## config.mk

```make
export PLATFORM = sky130hd
export DESIGN_NAME = tach_regbank
export DESIGN_NICKNAME = d
export VERILOG_FILES = /design/src/rtl/tach_regbank_pkg.sv /design/src/rtl/tach_busctl.sv /design/src/rtl/tach_regfile.sv /design/src/rtl/tach_regbank.sv
export SDC_FILE = /design/constraint.sdc
export NUM_CORES = 1
export LEC_CHECK = 0
export BUFFER_PORTS_ARGS = -buffer_cell sky130_fd_sc_hd__buf_2
export CAP_MARGIN = 30
export CORE_MARGIN = 10
export CORE_UTILIZATION = 40
export CTS_CLUSTER_DIAMETER = 40
export DETAILED_ROUTE_END_ITERATION = 10
export SETUP_SLACK_MARGIN = 0.05
export SLEW_MARGIN = 0
export SYNTH_ARGS = -nofsm -noshare
export SYNTH_HDL_FRONTEND = slang
export SYNTH_HIERARCHICAL = 1
export SYNTH_SLANG_ARGS = --single-unit
```

## constraint.sdc

```tcl
create_clock -name clk -period 1.6 [get_ports clk]
set_input_delay 0.4 -clock clk [delete_from_list [all_inputs] [get_ports clk]]
set_output_delay 0.4 -clock clk [all_outputs]
set_load 0.05 [all_outputs]
```

## src/rtl/tach_regbank_pkg.sv

```systemverilog
`timescale 1ns/1ps
package tach_regbank_pkg;
  localparam int WORD_W  = 16;
  localparam int BYTE_W  = 8;
  localparam int NUM_EVT = 6;

  // byte offsets seen by software
  localparam int OFF_CNT_A   = 'h00;
  localparam int OFF_CAPT_A  = 'h02;
  localparam int OFF_CAPT_B  = 'h04;
  localparam int OFF_CNT_B   = 'h06;
  localparam int OFF_PRSC    = 'h08;
  localparam int OFF_CLKSEL  = 'h0A;
  localparam int OFF_MODE    = 'h0C;
  localparam int OFF_PEND    = 'h0E;
  localparam int OFF_PCLR    = 'h10;
  localparam int OFF_INTEN   = 'h12;
  localparam int OFF_CMP_A   = 'h14;
  localparam int OFF_CMP_B   = 'h16;
  localparam int OFF_CMPCFG  = 'h18;
  localparam int OFF_INSEL_A = 'h1A;
  localparam int OFF_INSEL_B = 'h1C;

  // field positions the channels decode
  localparam int MC_CAPMODE = 2;
  localparam int MC_EDGE_A  = 3;
  localparam int MC_EDGE_B  = 4;
  localparam int MC_RUN_A   = 5;
  localparam int MC_RUN_B   = 6;
  localparam int CK_SEL_A   = 0;
  localparam int CK_SEL_B   = 3;

  typedef enum logic [3:0] {
    SEL_CNT_A, SEL_CAPT_A, SEL_CAPT_B, SEL_CNT_B, SEL_PRSC, SEL_CLKSEL,
    SEL_MODE, SEL_PEND, SEL_PCLR, SEL_INTEN, SEL_CMP_A, SEL_CMP_B,
    SEL_CMPCFG, SEL_INSEL_A, SEL_INSEL_B, SEL_NONE
  } regSel_e;

  typedef struct packed {
    logic    wrEn;
    logic    rdEn;
    logic    err;
    regSel_e sel;
  } busStrb_t;
endpackage

```

## src/rtl/tach_busctl.sv

```systemverilog
`timescale 1ns/1ps
module tach_busctl
  import tach_regbank_pkg::*;
#(
  parameter int ADDR_W = 8
) (
  input  logic [ADDR_W-1:0] busAddr,
  input  logic              busSize,
  input  logic              busRd,
  input  logic              busWr,
  output busStrb_t          strb
);
  regSel_e sel;
  logic    wide;
  logic    legal;

  // one decode feeds both the width check and the register select
  always_comb begin
    sel  = SEL_NONE;
    wide = 1'b0;
    case (int'(busAddr))
      OFF_CNT_A:   begin sel = SEL_CNT_A;   wide = 1'b1; end
      OFF_CAPT_A:  begin sel = SEL_CAPT_A;  wide = 1'b1; end
      OFF_CAPT_B:  begin sel = SEL_CAPT_B;  wide = 1'b1; end
      OFF_CNT_B:   begin sel = SEL_CNT_B;   wide = 1'b1; end
      OFF_CMP_A:   begin sel = SEL_CMP_A;   wide = 1'b1; end
      OFF_CMP_B:   begin sel = SEL_CMP_B;   wide = 1'b1; end
      OFF_PRSC:    sel = SEL_PRSC;
      OFF_CLKSEL:  sel = SEL_CLKSEL;
      OFF_MODE:    sel = SEL_MODE;
      OFF_PEND:    sel = SEL_PEND;
      OFF_PCLR:    sel = SEL_PCLR;
      OFF_INTEN:   sel = SEL_INTEN;
      OFF_CMPCFG:  sel = SEL_CMPCFG;
      OFF_INSEL_A: sel = SEL_INSEL_A;
      OFF_INSEL_B: sel = SEL_INSEL_B;
      default:     sel = SEL_NONE;
    endcase
  end

  assign legal = (sel != SEL_NONE) && (busSize == wide);

  always_comb begin
    strb.wrEn = busWr & legal;
    strb.rdEn = busRd & legal;
    strb.err  = (busRd | busWr) & ~legal;
    strb.sel  = sel;
  end
endmodule

```

## src/rtl/tach_regfile.sv

```systemverilog
`timescale 1ns/1ps
module tach_regfile
  import tach_regbank_pkg::*;
(
  input  logic               clk,
  input  logic               rstN,
  input  busStrb_t           strb,
  input  logic [WORD_W-1:0]  wdata,
  input  logic [NUM_EVT-1:0] evtStrb,
  output logic [WORD_W-1:0]  rdata,
  output logic               err,
  output logic [NUM_EVT-1:0] pend,
  output logic [NUM_EVT-1:0] ien,
  output logic [BYTE_W-1:0]  prsc,
  output logic [BYTE_W-1:0]  cmpCfg,
  output logic [WORD_W-1:0]  cmpA,
  output logic [WORD_W-1:0]  cmpB,
  output logic               selA,
  output logic               selB,
  output logic               edgeA,
  output logic               edgeB,
  output logic               runA,
  output logic               runB
);
  logic [WORD_W-1:0] cntA, captA, captB, cntB;
  logic [BYTE_W-1:0] clkSel, modeCtl, inSelA, inSelB;
  logic [WORD_W-1:0] rdVal;
  logic              clrHit;

  function automatic logic hit(input regSel_e s);
    return strb.wrEn && (strb.sel == s);
  endfunction

  // counter and capture values keep their contents across reset
  always_ff @(posedge clk) begin
    if (hit(SEL_CNT_A))  cntA  <= wdata;
    if (hit(SEL_CAPT_A)) captA <= wdata;
    if (hit(SEL_CAPT_B)) captB <= wdata;
    if (hit(SEL_CNT_B))  cntB  <= wdata;
  end

  always_ff @(posedge clk or negedge rstN) begin
    if (!rstN) begin
      prsc    <= '0;
      clkSel  <= '0;
      modeCtl <= '0;
      ien     <= '0;
      cmpA    <= '0;
      cmpB    <= '0;
      cmpCfg  <= '0;
      inSelA  <= '0;
      inSelB  <= '0;
    end else begin
      if (hit(SEL_PRSC))    prsc    <= wdata[BYTE_W-1:0];
      if (hit(SEL_CLKSEL))  clkSel  <= wdata[BYTE_W-1:0];
      if (hit(SEL_MODE))    modeCtl <= wdata[BYTE_W-1:0];
      if (hit(SEL_INTEN))   ien     <= wdata[NUM_EVT-1:0];
      if (hit(SEL_CMP_A))   cmpA    <= wdata;
      if (hit(SEL_CMP_B))   cmpB    <= wdata;
      if (hit(SEL_CMPCFG))  cmpCfg  <= wdata[BYTE_W-1:0];
      if (hit(SEL_INSEL_A)) inSelA  <= wdata[BYTE_W-1:0];
      if (hit(SEL_INSEL_B)) inSelB  <= wdata[BYTE_W-1:0];
    end
  end

  assign clrHit = hit(SEL_PCLR);

  // one sticky flag per event source; a strobe outranks a clear
  for (genvar i = 0; i < NUM_EVT; i++) begin : g_pend
    always_ff @(posedge clk or negedge rstN) begin
      if (!rstN) pend[i] <= 1'b0;
      else       pend[i] <= evtStrb[i] | (pend[i] & ~(clrHit & wdata[i]));
    end
  end

  always_comb begin
    case (strb.sel)
      SEL_CNT_A:   rdVal = cntA;
      SEL_CAPT_A:  rdVal = captA;
      SEL_CAPT_B:  rdVal = captB;
      SEL_CNT_B:   rdVal = cntB;
      SEL_PRSC:    rdVal = WORD_W'(prsc);
      SEL_CLKSEL:  rdVal = WORD_W'(clkSel);
      SEL_MODE:    rdVal = WORD_W'(modeCtl);
      SEL_PEND:    rdVal = WORD_W'(pend);
      SEL_INTEN:   rdVal = WORD_W'(ien);
      SEL_CMP_A:   rdVal = cmpA;
      SEL_CMP_B:   rdVal = cmpB;
      SEL_CMPCFG:  rdVal = WORD_W'(cmpCfg);
      SEL_INSEL_A: rdVal = WORD_W'(inSelA);
      SEL_INSEL_B: rdVal = WORD_W'(inSelB);
      default:     rdVal = '0;
    endcase
  end

  always_ff @(posedge clk or negedge rstN) begin
    if (!rstN) begin
      rdata <= '0;
      err   <= 1'b0;
    end else begin
      rdata <= strb.rdEn ? rdVal : '0;
      err   <= strb.err;
    end
  end

  assign selA  = inSelA[0];
  assign selB  = inSelB[0];
  assign edgeA = modeCtl[MC_EDGE_A];
  assign edgeB = modeCtl[MC_EDGE_B];
  assign runA  = modeCtl[MC_CAPMODE] & modeCtl[MC_RUN_A] & clkSel[CK_SEL_A];
  assign runB  = modeCtl[MC_CAPMODE] & modeCtl[MC_RUN_B] & clkSel[CK_SEL_B];
endmodule

```

## src/rtl/tach_regbank.sv

```systemverilog
`timescale 1ns/1ps
module tach_regbank
  import tach_regbank_pkg::*;
#(
  parameter int ADDR_W = 8
) (
  input  logic               clk,
  input  logic               rstN,
  input  logic [ADDR_W-1:0]  busAddr,
  input  logic [WORD_W-1:0]  busWdata,
  input  logic               busSize,
  input  logic               busRd,
  input  logic               busWr,
  output logic [WORD_W-1:0]  busRdata,
  output logic               busErr,
  input  logic [NUM_EVT-1:0] evtStrb,
  output logic               irqOut,
  output logic [BYTE_W-1:0]  cfgPrsc,
  output logic [WORD_W-1:0]  cfgCmpA,
  output logic [WORD_W-1:0]  cfgCmpB,
  output logic [BYTE_W-1:0]  cfgCmpCfg,
  output logic               cfgSelA,
  output logic               cfgSelB,
  output logic               cfgEdgeA,
  output logic               cfgEdgeB,
  output logic               chanRunA,
  output logic               chanRunB
);
  busStrb_t           strb;
  logic [NUM_EVT-1:0] pendW;
  logic [NUM_EVT-1:0] ienW;

  tach_busctl #(.ADDR_W(ADDR_W)) u_ctl (
    .busAddr (busAddr),
    .busSize (busSize),
    .busRd   (busRd),
    .busWr   (busWr),
    .strb    (strb)
  );

  tach_regfile u_regs (
    .clk     (clk),
    .rstN    (rstN),
    .strb    (strb),
    .wdata   (busWdata),
    .evtStrb (evtStrb),
    .rdata   (busRdata),
    .err     (busErr),
    .pend    (pendW),
    .ien     (ienW),
    .prsc    (cfgPrsc),
    .cmpCfg  (cfgCmpCfg),
    .cmpA    (cfgCmpA),
    .cmpB    (cfgCmpB),
    .selA    (cfgSelA),
    .selB    (cfgSelB),
    .edgeA   (cfgEdgeA),
    .edgeB   (cfgEdgeB),
    .runA    (chanRunA),
    .runB    (chanRunB)
  );

  assign irqOut = |(pendW & ienW);
endmodule

```

==> results of run 1 <==
==> area by class of cell <==
class | count | area, um2 | area share [%]
Sequential cell | 173 | 4650 | 41.3
Multi-Input combinational cell | 342 | 3600 | 32.0
Timing Repair Buffer | 242 | 2070 | 18.4
Clock buffer | 18 | 429 | 3.81
Tap cell | 234 | 293 | 2.60
Clock inverter | 14 | 193 | 1.71
Inverter | 3 | 15.0 | 0.133
==> synthesized netlist by cell type, drive strengths merged (3+ instances only) <==
| library cell | instances |
|---|---|
| inv | 3 |
| a32o | 7 |
| a21oi | 15 |
| or2b | 3 |
| a22oi | 21 |
| a22o | 8 |
| nand4 | 4 |
| a21o | 6 |
| nand3b | 3 |
| clkbuf | 11 |
| dfrtp | 109 |
| buf | 27 |
| edfxtp | 64 |
| and3 | 5 |
| o22ai | 5 |
| nand2b | 5 |
| o21ai | 13 |
| nor2b | 10 |
| nand3 | 15 |
| nor3 | 13 |
| mux2 | 101 |
| nand2 | 31 |
| a31oi | 4 |
| mux2i | 15 |
| nor2 | 23 |
| nor4 | 5 |
| a32oi | 7 |
==> per-stage QoR <==
stage               TNS [ps]  util, %  instances
floorplan            -107330        -        556
global placement     -146930     51.1        956
detailed placement   -149780     51.1        956
CTS                   -53390     58.0       1011
global route          -69080     60.0       1026
finish                -64470     60.0       1026
==> timing repair <==
action,4_1_cts,5_1_grt
endpoints found under the setup margin,178,189
endpoints found under the hold margin,22,0
hold buffers,1,0
resized for setup,109,77
buffers inserted,20,18
gates cloned,2,2
pin swaps,26,37
==> state kept, by name, indices dropped and copies added, names as in the netlist, 8 cells and up <==
| signal | flops |
|---|---|
| u_regs/captA | 16 |
| u_regs/captB | 16 |
| u_regs/cmpA | 16 |
| u_regs/cmpB | 16 |
| u_regs/cntA | 16 |
| u_regs/cntB | 16 |
| u_regs/rdata | 16 |
| u_regs/clkSel | 8 |
| u_regs/cmpCfg | 8 |
| u_regs/inSelA | 8 |
| u_regs/inSelB | 8 |
| u_regs/modeCtl | 8 |
| u_regs/prsc | 8 |
==> layer usage <==
layer,up-vias,wire length [um],track usage [%]
met5,-,0,0
met2,247,12700,32.7
met1,3029,10800,25.0
met4,0,677,7.01
met3,49,1270,3.94
li1,2561,-,-
==> report_power, final <==
group	total [mW]	switching, mW	internal [mW]
logic	0.473	0.290	0.182
registers	4.62	0.0109	4.61
clock network	4.36	1.75	2.62
total	9.46	2.05	7.41
==> worst max-delay path by stage <==
stage | from | endpoint | cells past startpoint
final | busAddr[5] | u_regs/rdata[2]$_DFF_PN0_ | 10
after global routing | busAddr[5] | u_regs/rdata[2]$_DFF_PN0_ | 10
after CTS | busAddr[0] | u_regs/prsc[2]$_DFFE_PN0P_ | 10
after detailed placement | busAddr[6] | u_regs/rdata[2]$_DFF_PN0_ | 9
after global placement | busAddr[6] | u_regs/prsc[6]$_DFFE_PN0P_ | 9
after floorplan | busAddr[6] | u_regs/cmpA[9]$_DFFE_PN0P_ | 7
==> cell families after synthesis <==
group | after synthesis | synth area share, %
flip-flops | 173 | 60.7
AND/OR/NAND/NOR | 123 | 9.66
multiplexers | 117 | 17.1
AO/OA/AOI/OAI | 102 | 9.73
buffers and inverters | 41 | 2.86
==> results.json, run 1 <==
{
  "yosys_most_used_dff": "dfrtp_1",
  "whs_path_depth": 2,
  "design.core.area_mm2": 0.0188,
  "grt_pass1_wl_mm": 37.0,
  "total_chip_power_mw": 9.46,
  "min_period_over_period_pct": 131,
  "synth_seq_cells": 173,
  "critical_path_arrival_ps": 2430,
  "worstMarginPinSlew_ps": 455,
  "fillCellCount": 1408,
  "yosysTopAreaCell": "dfrtp_1",
  "drt_wl_total_mm": 25.4,
  "design.final.nets": 814,
  "seq_area_frac_synth_pct": 60.7,
  "final.setup.worst_slack_ps": -491,
  "final_design_area_no_fill_mm2": 0.0113,
  "dr.pass1.iters": 5,
  "worstSetupStartpointType": "primary input",
  "first_iter_violations": 489,
  "post-route-min-period_ps": 2090,
  "path_class": "primary input to flop",
  "clk_pin_slew_worst_paths_ps": 60,
  "vias_per_cell": 5.74,
  "asyncSetResetFlopFracSynth_pct": 63.0,
  "largest_net_degree_at_the_start_of_global_routing": 52,
  "mean_post_synth_cell_area_um2": 13.8,
  "max_slew_margin_pct": 69.4,
  "clock_sinks": 173,
  "critical_path_buf_inv_count": 4,
  "run_status": "finished with violations",
  "final_cell_mix": "dfrtp_1 (109), buf_2 (97), mux2_4 (88), buf_4 (71), edfxtp_1 (64)",
  "globalRouteTotalUtil_pct": 19.7,
  "synthDistinctLibCells": 59,
  "cts-root-buf": "clkbuf_16",
  "syn_to_final_growth_pct": 46.8,
  "setup_violations": 175,
  "antenna_found_initial": 0,
  "hold_end": "u_regs/pend[1]$_DFF_PN0_",
  "drc": 0,
  "hold-worst-slack_ps": 155,
  "globalplace.congestion": 0.933,
  "dr_total_vias": 5886,
  "cpLargestDelayFamily": "simple AND/OR/NAND/NOR gates",
  "holdCritStartpoint": "evtStrb[1]",
  "placementRows": 50,
  "cts-buffers-inserted": 17,
  "die_w_um": 158,
  "number_of_enable_type_register_cells_in_the_synthesized_netlist": 64,
  "worstSkewPairLatency_ps": 430,
  "clock_path_buffers": 2,
  "floorplan.io_pins": 107,
  "fmax_mhz": 478,
  "report.final.slew_viol_count": 0,
  "syn_area_mm2": 0.00766,
  "reg2reg_to": "u_regs/rdata[2]$_DFF_PN0_",
  "power.density_mw_per_mm2": 841,
  "detailed_place_hpwl_mm": 16.8,
  "finalHoldViolCount": 0,
  "fin_skew_ps": 13.7,
  "power.leakage_nw": 5.07,
  "proportion_of_layout_cells_with_a_drive_suffix_above_1_pct": 59.1,
  "route.detailed.wl_per_inst_um": 24.8,
  "die_height_um": 158,
  "post-place-ws_ps": -999,
  "start_util_pct": 40.8,
  "drt.antenna.violating_nets": 0,
  "syn-instance-count": 556,
  "postPlaceCellArea_mm2": 0.00958,
  "critical_path.cell_chain": "buf_6, nor4_4, buf_4, or2b_4, clkbuf_16, clkinvlp_4, nand2_1, o32ai_1, nor4_2, a21oi_2",
  "crit_path_max_fo": 6,
  "yosys_warnings": 6,
  "critical_path.reg2reg.startpoint": "u_regs/ien[2]$_DFFE_PN0P_",
  "synth_area_leaders": "dfrtp_1 (36%), edfxtp_1 (25%), mux2_2 (15%)",
  "die_area_mm2": 0.0251,
  "layout_commonest_cell": "dfrtp_1",
  "max_cap_viol_count": 0,
  "rsz0062_at_grt": "yes",
  "critical_path_required_ps": 1940,
  "first_global_vias": 6045,
  "worst_path_largest_cell_delay_ps": 390,
  "cts_tree": "built",
  "num_antenna_cells": 0,
  "port_buffers": 106,
  "end_kind": "flop",
  "synth.top_cell.area_share_pct": 35.6,
  "holdCritPathClass": "primary input to flop",
  "vdd_drop_max_mv": 0.696,
  "rrSetupSlack_ps": 220,
  "critPathSlowestCell": "o32ai_1",
  "violations": "negative setup slack",
  "overflow": 0,
  "synth.net_count": 591,
  "htree_levels": 4,
  "worst-r2r-cell-count": 5
}
(Power assumes the default switching activity.)
==> run 2: changes to the inputs <==
- CTS_BUF_LIST: unset -> sky130_fd_sc_hd__clkbuf_2 sky130_fd_sc_hd__clkbuf_4 sky130_fd_sc_hd__clkbuf_8
- clock period: 1.6 -> 2 ns (I/O delays scaled with it)
==> run 2 against run 1 <==
  * The run still ends with negative setup slack left
  * Design area down 1.9%
  * Core utilization down 1.1 points
  * Combinational power down 22%
  * Critical path depth up 2
  * Via count down 0.99%
  * Sequential share of layout area up 0.80 points
  * First-iteration DRC count unchanged
  * Global-route usage down 0.32 points
  * Clock skew down 3.9 ps
  * Clock power down 38%
  * Worst hold slack worse by 120 ps
  * Critical path type unchanged
==> results.json, run 2 (synthesis gave the netlist of run 1 again) <==
{
  "run_status": "finished with violations",
  "violations": "negative setup slack",
  "post-route-min-period_ps": 2100,
  "rrSetupSlack_ps": 710,
  "vias_per_cell": 5.67,
  "fin_skew_ps": 9.75,
  "total_chip_power_mw": 6.79,
  "num_antenna_cells": 0,
  "p_int_mw": 5.24,
  "first_iter_violations": 489,
  "drt.antenna.violating_nets": 0,
  "vdd_drop_max_mv": 0.411,
  "power.leakage_nw": 4.98,
  "die_height_um": 158,
  "finalHoldViolCount": 0,
  "final_cell_mix": "dfrtp_1 (109), buf_2 (102), mux2_4 (86), buf_4 (75), edfxtp_1 (64)",
  "grt_pass1_wl_mm": 36.5,
  "dr.pass1.iters": 7,
  "utilization_pct": 58.8,
  "cts-root-buf": "clkbuf_8",
  "final.setup.worst_slack_ps": -97.4,
  "clk_pin_slew_worst_paths_ps": 90,
  "max_slew_margin_pct": 53.5,
  "hold_buffer_count_at_cts": 0,
  "proportion_of_layout_cells_with_a_drive_suffix_above_1_pct": 58.1,
  "overflow": 0,
  "syn_to_final_growth_pct": 44.0,
  "holdCritPathClass": "primary input to async pin",
  "pwr-share-seq_pct": 54.4,
  "crit_path_max_fo": 11,
  "design.core.area_mm2": 0.0188,
  "final_cell_count_no_fill": 1027,
  "fmax_mhz": 477,
  "min_period_over_period_pct": 105,
  "antenna_found_initial": 0,
  "p_clk_share_pct": 40.1,
  "port_buffers": 106,
  "postPlaceCellArea_mm2": 0.00954,
  "path_class": "primary input to flop",
  "start_util_pct": 40.8,
  "setup_violations": 111,
  "power.density_mw_per_mm2": 615,
  "die_w_um": 158,
  "drt_wl_total_mm": 25.2,
  "worstSetupStartpointType": "primary input",
  "cts-buffers-inserted": 17,
  "worstMarginPinSlew_ps": 697,
  "worstSkewPairLatency_ps": 470,
  "critical_path_required_ps": 2380,
  "die_area_mm2": 0.0251,
  "dr_total_vias": 5828,
  "critical_path_arrival_ps": 2480,
  "clock_path_buffers": 2,
  "layout_commonest_cell": "dfrtp_1",
  "placementRows": 50,
  "end_kind": "flop",
  "globalplace.congestion": 0.853,
  "post-place-ws_ps": -684,
  "placed_cells": 953,
  "globalRouteTotalUtil_pct": 19.4,
  "detailed_place_hpwl_mm": 16.3,
  "floorplan.io_pins": 107,
  "drc": 0,
  "htree_levels": 4,
  "largest_net_degree_at_the_start_of_global_routing": 110,
  "final_design_area_no_fill_mm2": 0.0110,
  "pwr-share-comb_pct": 5.4,
  "power_switching_share_pct": 22.8,
  "rsz0062_at_grt": "yes",
  "max_cap_viol_count": 0,
  "fillCellCount": 1417,
  "power.net_switching_mw": 1.54,
  "cts_tree": "built",
  "first_global_vias": 6090,
  "route.detailed.wl_per_inst_um": 24.5,
  "design.final.nets": 815,
  "report.final.slew_viol_count": 0,
  "clock_sinks": 173
}
[run 2: changes by cell type in the layout (fill, tap and decap cells not counted), sizes merged]
| cell | delta |
|---|---|
| buf | -2 |
| clkbuf | +5 |
| clkinv | -1 |
| clkinvlp | -1 |
| dlygate4sd3 | -1 |
| inv | +1 |
[run 2: worst paths after layout]
check | end | cells past startpoint | startpoint
worst max register to register | u_regs/rdata[4]$_DFF_PN0_ | 5 | u_regs/pend[4]$_DFF_PN0_
max in group asynchronous | u_regs/cmpA[9]$_DFFE_PN0P_ | 2 | rstN
worst min-delay path | u_regs/cmpB[11]$_DFFE_PN0P_ | 2 | rstN
min in group clk | u_regs/pend[3]$_DFF_PN0_ | 2 | evtStrb[3]
worst min register to register | u_regs/clkSel[1]$_DFFE_PN0P_ | 1 | u_regs/clkSel[1]$_DFFE_PN0P_
worst max-delay path | u_regs/rdata[2]$_DFF_PN0_ | 12 | busAddr[0]
[run 2: metal layers]
metal / wire length, um / share of wire, % / global-route usage (%) / vias to the layer above
met2: 12400 / 49 / 31.8 / 242
met1: 10500 / 42 / 25.0 / 2997
met3: 1660 / 6.6 / 3.97 / 37
li1: - / - / - / 2552
met5: 0 / 0 / 0 / -
met4: 634 / 2.5 / 6.53 / 0
[run 2: metrics by stage]
stage | hold slack, ps | setup TNS, ps
final | 32.7 | -5510
after CTS | 116 | -353
after global routing | 120 | -8420
after detailed placement | 494 | -99580
after floorplan | 204 | -55750
after global placement | 494 | -94590
[run 2: worst max-delay path: stages]
cell	delay (ps)
buf_8	100
nor4_4	320
buf_4	180
or2b_4	320
buf_12	170
nand2_4	90
nor2_1	60
o21ai_2	170
nand2_1	100
buf_4	170
buf_4	130
a21oi_1	160
[run 2: timing repair]
item,CTS,global route
pin swaps,20,34
setup buffers,14,18
endpoints found under the setup margin,173,159
gates resized for setup,75,64
gates cloned,3,7
[run 2: final cells by class]
type	instances	area, um2	area share [%]
Clock buffer	19	255	2.31
Timing Repair Buffer	243	2100	19.0
Inverter	3	15.0	0.136
Tap cell	234	293	2.65
Multi-Input combinational cell	342	3540	32.1
Sequential cell	173	4650	42.1
Clock inverter	13	188	1.70
[run 2: power groups by stage]
stage,logic [mW],registers (mW),clock network [mW]
6_report,0.370,3.69,2.72
5_1_grt,0.396,3.70,2.93
4_1_cts,0.336,3.69,2.77
3_5_place_dp,0.313,3.77,0
3_3_place_gp,0.307,3.77,0
2_1_floorplan,0.115,3.79,0
